==> src/rtl/scan_rate_pkg.sv <==
package scan_rate_pkg;
  typedef enum logic {ST_IDLE, ST_RUN} run_state_e;
endpackage

==> src/rtl/scan_rate_shadow.sv <==
module scan_rate_shadow #(
  parameter int unsigned N  = 8,
  parameter int unsigned CW = 3
) (
  input  logic          clk_i,
  input  logic          rst_ni,
  input  logic          shift_i,
  input  logic          bit_i,
  output logic [CW-1:0] cnt_o,
  output logic [CW-1:0] cnt_next_o
);
  function automatic logic [N-1:0] alt_fill();
    logic [N-1:0] v;
    for (int i = 0; i < N; i++) v[i] = (i % 2) == 1;
    return v;
  endfunction

  localparam logic [N-1:0] RST_PAT = alt_fill();

  logic [N-1:0]  chain_q;
  logic [CW-1:0] cnt_q;
  logic          gain, loss;

  // entering pair at head, departing pair at tail
  assign gain       = bit_i == chain_q[0];
  assign loss       = chain_q[N-1] == chain_q[N-2];
  assign cnt_next_o = cnt_q + CW'(gain) - CW'(loss);
  assign cnt_o      = cnt_q;

  always_ff @(posedge clk_i or negedge rst_ni) begin
    if (!rst_ni) begin
      chain_q <= RST_PAT;
      cnt_q   <= '0;
    end else if (shift_i) begin
      chain_q <= {chain_q[N-2:0], bit_i};
      cnt_q   <= cnt_next_o;
    end
  end
endmodule

==> src/rtl/scan_rate_band.sv <==
module scan_rate_band #(
  parameter int unsigned N  = 8,
  parameter int unsigned M  = 4,
  parameter int unsigned CW = 3,
  parameter int unsigned DW = 3
) (
  input  logic [CW-1:0] cnt_i,
  output logic [DW-1:0] div_o
);
  logic [M-2:0] above;

  for (genvar k = 1; k < M; k++) begin : g_thr
    assign above[k-1] = (32'(cnt_i) * 32'(M)) >= 32'(k * N);
  end

  assign div_o = DW'(M) - DW'($countones(above));
endmodule

==> src/rtl/scan_rate_pacer.sv <==
module scan_rate_pacer
  import scan_rate_pkg::*;
#(
  parameter int unsigned N  = 8,
  parameter int unsigned M  = 4,
  parameter int unsigned DW = 3
) (
  input  logic          clk_i,
  input  logic          rst_ni,
  input  logic          start_i,
  input  logic          valid_i,
  input  logic [DW-1:0] div_sel_i,
  output logic          shift_o,
  output logic          busy_o,
  output logic          done_o,
  output logic [DW-1:0] div_o
);
  localparam int unsigned PW = (M > 2) ? $clog2(M) : 1;
  localparam int unsigned SW = (N > 2) ? $clog2(N) : 1;

  run_state_e    state_q;
  logic [PW-1:0] ph_q;
  logic [SW-1:0] sc_q;
  logic [DW-1:0] div_q;
  logic          done_q;
  logic          at_end, last_shift;

  assign at_end     = 32'(ph_q) == 32'(div_q) - 32'd1;
  assign shift_o    = (state_q == ST_RUN) && valid_i && at_end;
  assign last_shift = 32'(sc_q) == N - 1;
  assign busy_o     = state_q == ST_RUN;
  assign done_o     = done_q;
  assign div_o      = div_q;

  always_ff @(posedge clk_i or negedge rst_ni) begin
    if (!rst_ni) begin
      state_q <= ST_IDLE;
      ph_q    <= '0;
      sc_q    <= '0;
      div_q   <= DW'(M);
      done_q  <= 1'b0;
    end else begin
      done_q <= shift_o && last_shift;
      unique case (state_q)
        ST_IDLE: if (start_i) begin
          state_q <= ST_RUN;
          ph_q    <= '0;
          sc_q    <= '0;
          div_q   <= div_sel_i;
        end
        ST_RUN: begin
          if (shift_o) begin
            ph_q  <= '0;
            div_q <= div_sel_i;
            if (last_shift) begin
              state_q <= ST_IDLE;
              sc_q    <= '0;
            end else begin
              sc_q <= sc_q + 1'b1;
            end
          end else if (!at_end) begin
            ph_q <= ph_q + 1'b1;
          end
        end
        default: state_q <= ST_IDLE;
      endcase
    end
  end
endmodule

==> src/rtl/scan_rate_ctrl.sv <==
module scan_rate_ctrl #(
  parameter  int unsigned N  = 8,
  parameter  int unsigned M  = 4,
  localparam int unsigned CW = $clog2(N),
  localparam int unsigned DW = $clog2(M + 1)
) (
  input  logic          clk_i,
  input  logic          rst_ni,
  input  logic          start_i,
  input  logic          bit_valid_i,
  input  logic          bit_i,
  output logic          shift_en_o,
  output logic [DW-1:0] div_o,
  output logic [CW-1:0] count_o,
  output logic          busy_o,
  output logic          done_o
);
  logic [CW-1:0] cnt, cnt_next, cnt_sel;
  logic [DW-1:0] div_sel;
  logic          shift;

  scan_rate_shadow #(.N(N), .CW(CW)) i_shadow (
    .clk_i      (clk_i),
    .rst_ni     (rst_ni),
    .shift_i    (shift),
    .bit_i      (bit_i),
    .cnt_o      (cnt),
    .cnt_next_o (cnt_next)
  );

  // on a strobe the next period follows the post-shift count
  assign cnt_sel = shift ? cnt_next : cnt;

  scan_rate_band #(.N(N), .M(M), .CW(CW), .DW(DW)) i_band (
    .cnt_i (cnt_sel),
    .div_o (div_sel)
  );

  scan_rate_pacer #(.N(N), .M(M), .DW(DW)) i_pacer (
    .clk_i     (clk_i),
    .rst_ni    (rst_ni),
    .start_i   (start_i),
    .valid_i   (bit_valid_i),
    .div_sel_i (div_sel),
    .shift_o   (shift),
    .busy_o    (busy_o),
    .done_o    (done_o),
    .div_o     (div_o)
  );

  assign shift_en_o = shift;
  assign count_o    = cnt;
endmodule

==> config.mk <==
export PLATFORM = sky130hd
export DESIGN_NAME = scan_rate_ctrl
export DESIGN_NICKNAME = d
export VERILOG_FILES = /design/src/rtl/scan_rate_pkg.sv /design/src/rtl/scan_rate_shadow.sv /design/src/rtl/scan_rate_band.sv /design/src/rtl/scan_rate_pacer.sv /design/src/rtl/scan_rate_ctrl.sv
export SDC_FILE = /design/constraint.sdc
export NUM_CORES = 1
export LEC_CHECK = 0
export ABC_AREA = 0
export BUFFER_PORTS_ARGS = -buffer_cell sky130_fd_sc_hd__buf_2
export CAP_MARGIN = 20
export CORE_MARGIN = 10
export CORE_UTILIZATION = 55
export DETAILED_ROUTE_END_ITERATION = 6
export GPL_ROUTABILITY_DRIVEN = 0
export PLACE_DENSITY_LB_ADDON = 0.15
export REMOVE_ABC_BUFFERS = 1
export SYNTH_ARGS = -nofsm -noshare
export SYNTH_HDL_FRONTEND = slang
export SYNTH_SLANG_ARGS = --single-unit
==> constraint.sdc <==
create_clock -name clk_i -period 2.9 [get_ports clk_i]
set_input_delay 0.145 -clock clk_i [delete_from_list [all_inputs] [get_ports clk_i]]
set_output_delay 0.145 -clock clk_i [all_outputs]
set_load 0.03 [all_outputs]
Yosys cells after proc, flatten, opt, wreduce, memory -nomap -nowiden
Index checks and enable logic that the tools add are counted.

word-level totals
  bits in registers = 21
  bits of input ports = 5
  output and inout bits = 9

cells by class
  $add $sub $neg = 8
  order comparisons = 3
  equal/unequal tests = 7
  multiplexer cells = 16
  bitwise operators = 1
  reduce and logical (&&, ||, !) cells = 5

operators with widths
  operator                                                           count
  equality test 2 x 32 -> 1 bit                                      1
  two-way mux 3 bit                                                  6
  case mux 3 bit (2 select lines)                                    2
  greater-or-equal comparator 5 bit, second input constant           2
  adder 3 x 1 -> 3 bit                                               2
  two-way mux 2 bit                                                  3
  greater-or-equal comparator 5 x 4 -> 1 bit, second input constant  1
  case mux 2 bit (2 select lines)                                    1
  AND reduction 2 bit                                                2
  subtractor 3 x 1 -> 4 bit, second input constant                   1
  adder 3 x 1 -> 3 bit, second input constant                        1
  equality test 3 bit, second input constant                         1
  logical AND 1 bit                                                  3
  two-way mux 1 bit                                                  3
  != test 3 x 2 -> 1 bit, second input constant                      1
  subtractor 3 x 1 -> 3 bit                                          1
  subtractor 3 bit, first input constant                             1
  adder 1 x 1 -> 2 bit                                               1
  adder 2 x 1 -> 2 bit, second input constant                        1
  equality test 1 bit                                                2
  != test 2 x 1 -> 1 bit, second input constant                      1
  != test 2 bit, second input constant                               1
  case mux 1 bit (2 select lines)                                    1
  inverter 1 bit                                                     1

Longest topological paths before layout
  depth after elaboration = 10
  mapped depth = 12
  mapped depth without buffers = 12

Cells and area by module
A second synthesis with hierarchy kept.

second synthesis, totals
  cell total of the unflattened synthesis = 98
  area, all modules = 1204.9 um^2

modules (own cells, without submodules)
  module            instances  cells an instance  area each (um^2)  seq. area each (um^2)
  scan_rate_pacer   1          53                 578.1             251.5
  scan_rate_shadow  1          36                 539.3             280.3
  scan_rate_band    1          6                  53.8              0.0
  scan_rate_ctrl    1          3                  33.8              0.0

Worst setup path before layout
Ideal clock, no wire load.

  path kind = register -> register
  start = reg (tool-made name)
  end = reg i_pacer.div_q[0] (netlist: i_pacer.div_o[0])
  data arrival time = 2.570 ns
  required time = 2.780 ns
  path slack = 0.210 ns
  stages on the path, launching flop included = 13
  path buffers = 0
  clock period less this slack = 2.690 ns
  cell sequence = dfrtp_1 inv_1 ha_1 inv_1 ha_1 fa_1 xnor2_1 nand3_1 nor3_2 xnor2_1 ha_1 mux2_1 a31o_1

RTL lines
  item                    line                   RTL
  end signal: assignment  scan_rate_pacer.sv:40  div_q <= DW'(M);
  end signal: assignment  scan_rate_pacer.sv:49  div_q <= div_sel_i;
  end signal: assignment  scan_rate_pacer.sv:54  div_q <= div_sel_i;
  end: declaration        scan_rate_pacer.sv:24  logic [DW-1:0] div_q;

Final worst setup path
  start = reg i_shadow.chain_q[7]
  end = reg i_pacer.div_q[0] (netlist: i_pacer.div_o[0])

on the way
  cells in the longest elaborated chain, start to end = 9

RTL lines
  item                                                                                             line                                          RTL
  start: declaration                                                                               scan_rate_shadow.sv:20                        logic [N-1:0] chain_q;
  start signal: assignment                                                                         scan_rate_shadow.sv:35                        chain_q <= {chain_q[N-2:0], bit_i};
  equality test 1 bit (*)                                                                          scan_rate_shadow.sv:26                        assign loss = chain_q[N-1] == chain_q[N-2];
  subtractor 3 x 1 -> 3 bit (*)                                                                    scan_rate_shadow.sv:27                        assign cnt_next_o = cnt_q + CW'(gain) - CW'(loss);
  two-way mux 3 bit (*)                                                                            -
  greater-or-equal comparator 5 x 4 -> 1 bit or greater-or-equal comparator 5 bit (tied branches)  scan_rate_band.sv:13                          assign above[k-1] = (32'(cnt_i) * 32'(M)) >= 32'(k * N);
  adder 1 x 1 -> 2 bit (not written as such)                                                       scan_rate_band.sv:16                          assign div_o = DW'(M) - DW'($countones(above));
  adder 3 x 1 -> 3 bit (not written as such) (*)                                                   scan_rate_band.sv:16
  subtractor 3 bit (*)                                                                             scan_rate_band.sv:16
  two-way mux 3 bit, on equally long branches                                                      scan_rate_pacer.sv:52, scan_rate_pacer.sv:45
  case mux 3 bit (2 select lines) (*)                                                              scan_rate_pacer.sv:44                         unique case (state_q)

Mark *: on every way between the ends. The rest lies on a longest branch, timed or not. The select of a mux whose other input is x is not followed.
A chain may end at the register's enable or synchronous reset.

==> summary.txt <==
Status
  • Result of the run: finished clean

Logic synthesis
  • Mean post-synth cell area: between 10 and 15 µm²
  • Post-synthesis cell area: 1120 µm²
  • Number of flip-flops and latches in the synthesized netlist: 21
  • Share of synthesized area occupied by flip-flops and latches: between 40 and 50%
  • Synth cell types: 35
  • Async set-reset flop share out of synthesis: 100%
  • Number of enable flip-flop cells after synthesis: 0
  • Main synth FF type: sky130_fd_sc_hd__dfrtp_1
  • Instance count of the mapped netlist: 93
  • Yosys warns: 0

Power
  • Proportion of power drawn by the clock network: 9.2%
  • Internal Pwr Total: about 0.83 mW
  • Psw: ~0.66 mW
  • Comb power frac: between 50% and 60%
  • VDD IR-drop max: around 850 µV
  • Pwr Total: about 1.5 mW
  • Pwr/cell area: 1170 nW/µm²
  • Switching share of power: roughly 44%
  • Power share of the sequential group: 34.8%
  • Standby leakage power: 0.608 nW

Timing
  • Pins Over Slew Limit: 0
  • Max Clk Rate: approximately 0.36 GHz
  • Final worst-path setup slack: between 0.1 and 0.15 ns
  • Slew at the pin closest to its max-slew limit: ~0.44 ns
  • Maximum clock skew at final layout: just over 0.008 ns
  • Min Tclk post-route: around 2.8 ns
  • Final Hold Fails: 0
  • Relative max-transition margin: 70.4%
  • Final-report setup violation count: 0
  • Crit share post-route: between 90% and 100%

Critical path
  • Cell type of the slowest stage on the worst timing path: sky130_fd_sc_hd__dfstp_2
  • Flop2flop setup slack: slightly above 0.1 ns
  • Launching point of the worst reg2reg path: i_shadow.chain_q[7]
  • Arrival time of data at the critical path endpoint: approximately 3.0 ns
  • Maximum cell stage delay along the critical path: 0.55 ns
  • Setup crit end kind: flop
  • Class of the most critical setup path: reg2reg
  • Worst Reg-to-Reg Cells: 12
  • Largest fanout on the critical path: 2
  • RR Endpoint: i_pacer.div_o[0]
  • Endpoint required time on the critical path: just over 3 ns
  • Series of cell instances along the critical path: xnor2_1 -> ha_1 -> inv_1 -> ha_2 -> fa_2 -> xnor2_2 -> nand3_1 -> nor3_2 -> xnor2_1 -> ha_2 -> mux2_4 -> a31o_1
  • Element type at the critical path start: flop

Run
  • Max_cap viols: 0

Floorplanning
  • Vertical extent of the die: ~65 µm
  • Area inside the core boundary: 1940 µm²
  • Starting density of the core: between 50% and 60%
  • Die boundary width: around 65 µm
  • Number of rows in the core area: 16
  • Area of the die: approximately 4200 µm²
  • I/O Pins: 14

Hold path
  • WHS Endpoint: i_shadow.chain_q[0]
  • Launch instance of the worst min-delay path: bit_i
  • Hold Path Cell Cnt: 2
  • Path class of the lowest-slack min-delay path: in2reg

Finish
  • Inserted Diodes: 0
  • Fill cell count: around 160
  • Area added between synthesis and finish: 14.2%
  • Proportion of layout cells with a drive suffix above 1: 36.6%
  • Final #Nets: approximately 130

CTS
  • Clock latency on the worst-skew pair: 0.30 ns
  • Max Buffers Root-to-Sink: 2
  • CTS tree: built
  • H-tree levels: 1
  • Clock transition time at the flip-flop clock pins of the worst setup and hold paths: between 0.1 and 0.15 ns
  • Number of clock sinks: 21
  • Clock root cell: sky130_fd_sc_hd__clkbuf_4
  • Number of buffers inserted during clock tree synthesis: 3

Drt
  • Number of design-rule violations left by the first detailed-router iteration: 26
  • Total wire length: around 2000 µm
  • Drc violations: 0
  • Via count normalized by instance count: 5.21
  • Detailed-route wire length per cell: ~15 µm
  • Detail Route Antenna Nets: 0
  • Length of the first detailed-routing pass in iterations: 4
  • Via count of the routed design: 724

GRT
  • Number of global-route vias before repair: approximately 740
  • Overall overflow remaining after global route: 0
  • Global-route wire length before repair: 3380 µm
  • Largest net degree at the start of global routing: 22
  • Number of antenna violations at the first check in global routing: 0
  • Global-route total usage across every layer: around 10%

Placement
  • Pre-CTS setup slack: approximately 0.077 ns
  • Post-detailed-placement half-perimeter wirelength: about 1500 µm
  • Number of I/O port buffers: 13
==> synth_stat cells, types with 2 or more instances <==
cell type,count,area [µm²]
sky130_fd_sc_hd__mux2_2,5,56.3
sky130_fd_sc_hd__inv_1,9,33.8
sky130_fd_sc_hd__xnor2_1,4,35.0
sky130_fd_sc_hd__mux2_1,5,56.3
sky130_fd_sc_hd__dfrtp_1,16,400
sky130_fd_sc_hd__dfstp_2,5,131
sky130_fd_sc_hd__nand2_1,9,33.8
sky130_fd_sc_hd__nor2_1,3,11.3
sky130_fd_sc_hd__ha_1,6,75.1
sky130_fd_sc_hd__o21ai_1,5,25.0
sky130_fd_sc_hd__o31ai_1,2,15.0
==> layout by cell type (no fill, tap or decap), drive strengths merged, types with 2 or more instances in the layout <==
cell / netlist / final
clkbuf: 0 / 3
mux2: 11 / 11
xor2: 2 / 2
dfstp: 5 / 5
o21ai: 7 / 7
nand2: 9 / 9
inv: 9 / 9
nor2: 4 / 4
o21a: 2 / 2
dfrtp: 16 / 16
o31ai: 2 / 2
ha: 6 / 6
xnor2: 4 / 4
buf: 1 / 15
==> registers in the layout, summed over array words and instances (netlist names), named ones only <==
name / count
i_pacer.busy_o: 1
i_pacer.div_o: 3
i_pacer.done_o: 1
i_pacer.ph_q: 2
i_pacer.sc_q: 3
i_shadow.chain_q: 8
i_shadow.cnt_o: 2
==> repair_timing <==
item	in CTS	in global routing
resized for setup	0	5
endpoints found under the hold margin	16	0
buffers inserted	0	1
hold buffers	1	0
endpoints found under the setup margin	0	1
==> layout make-up <==
cell class / count / area [µm²] / share of cell area, %
timing repair buffer: 16 / 90.1 / 7.06
inverter: 9 / 33.8 / 2.65
clock inverter: 1 / 5.00 / 0.392
clock buffer: 3 / 22.5 / 1.76
multi-input combinational: 62 / 559 / 43.8
sequential: 21 / 532 / 41.7
tap: 27 / 33.8 / 2.65
==> worst max path at each step <==
stage	start	to	slack (ns)	depth (start not counted)
floorplan	i_pacer.div_o[0]	i_pacer.div_o[0]	0.07	9
global placement	i_shadow.chain_q[7]	i_pacer.div_o[0]	0.18	12
detailed placement	i_shadow.chain_q[7]	i_pacer.div_o[0]	0.08	12
CTS	i_shadow.chain_q[7]	i_pacer.div_o[0]	0.04	12
global route	i_shadow.chain_q[7]	i_pacer.div_o[0]	-0.03	12
finish	i_shadow.chain_q[7]	i_pacer.div_o[0]	0.10	12
==> power by group through the flow <==
stage	combinational (mW)	clock (mW)	sequential [mW]
3_3_place_gp	0.746	0	0.518
2_1_floorplan	0.523	0	0.590
3_5_place_dp	0.781	0	0.525
5_1_grt	0.930	0.157	0.541
6_report	0.835	0.138	0.519
4_1_cts	0.790	0.143	0.519
==> cells by family after synthesis <==
family,Yosys count,synth area share [%]
simple gates,21,12.2
mux,12,12.3
buf+inv,10,4.03
compound gates,16,9.97
fa+ha+maj,7,8.51
flops,21,47.6
xor+xnor,6,5.38
==> per-stage QoR <==
step           std cells  setup TNS (ns)  cell area [µm²]  hold WS, ns  utilization [%]
4_1_cts              138               0             1250       0.0765             64.4
2_1_floorplan         92               0             1110       -0.151                -
3_5_place_dp         133               0             1210        0.125             62.4
3_3_place_gp         133               0             1210        0.118             62.4
5_1_grt              139         -0.0308             1280       0.0875             65.7
6_report             139               0             1280       0.0859             65.7
==> worst max-delay path: cells and delay by family, from the launching register on <==
family	cells	cell delay, ns
mux	1	0.26
buf+inv	1	0.04
fa+ha+maj	4	1.01
simple gates	2	0.30
flops	1	0.55
xor+xnor	3	0.34
compound gates	1	0.19
==> routing by layer <==
metal	track usage, %	wire length (µm)
met5	0	0
met4	4.81	16
met3	3.61	87
met2	15.8	1020
met1	11.8	909
Note: power is estimated with default switching activity, not from simulation.
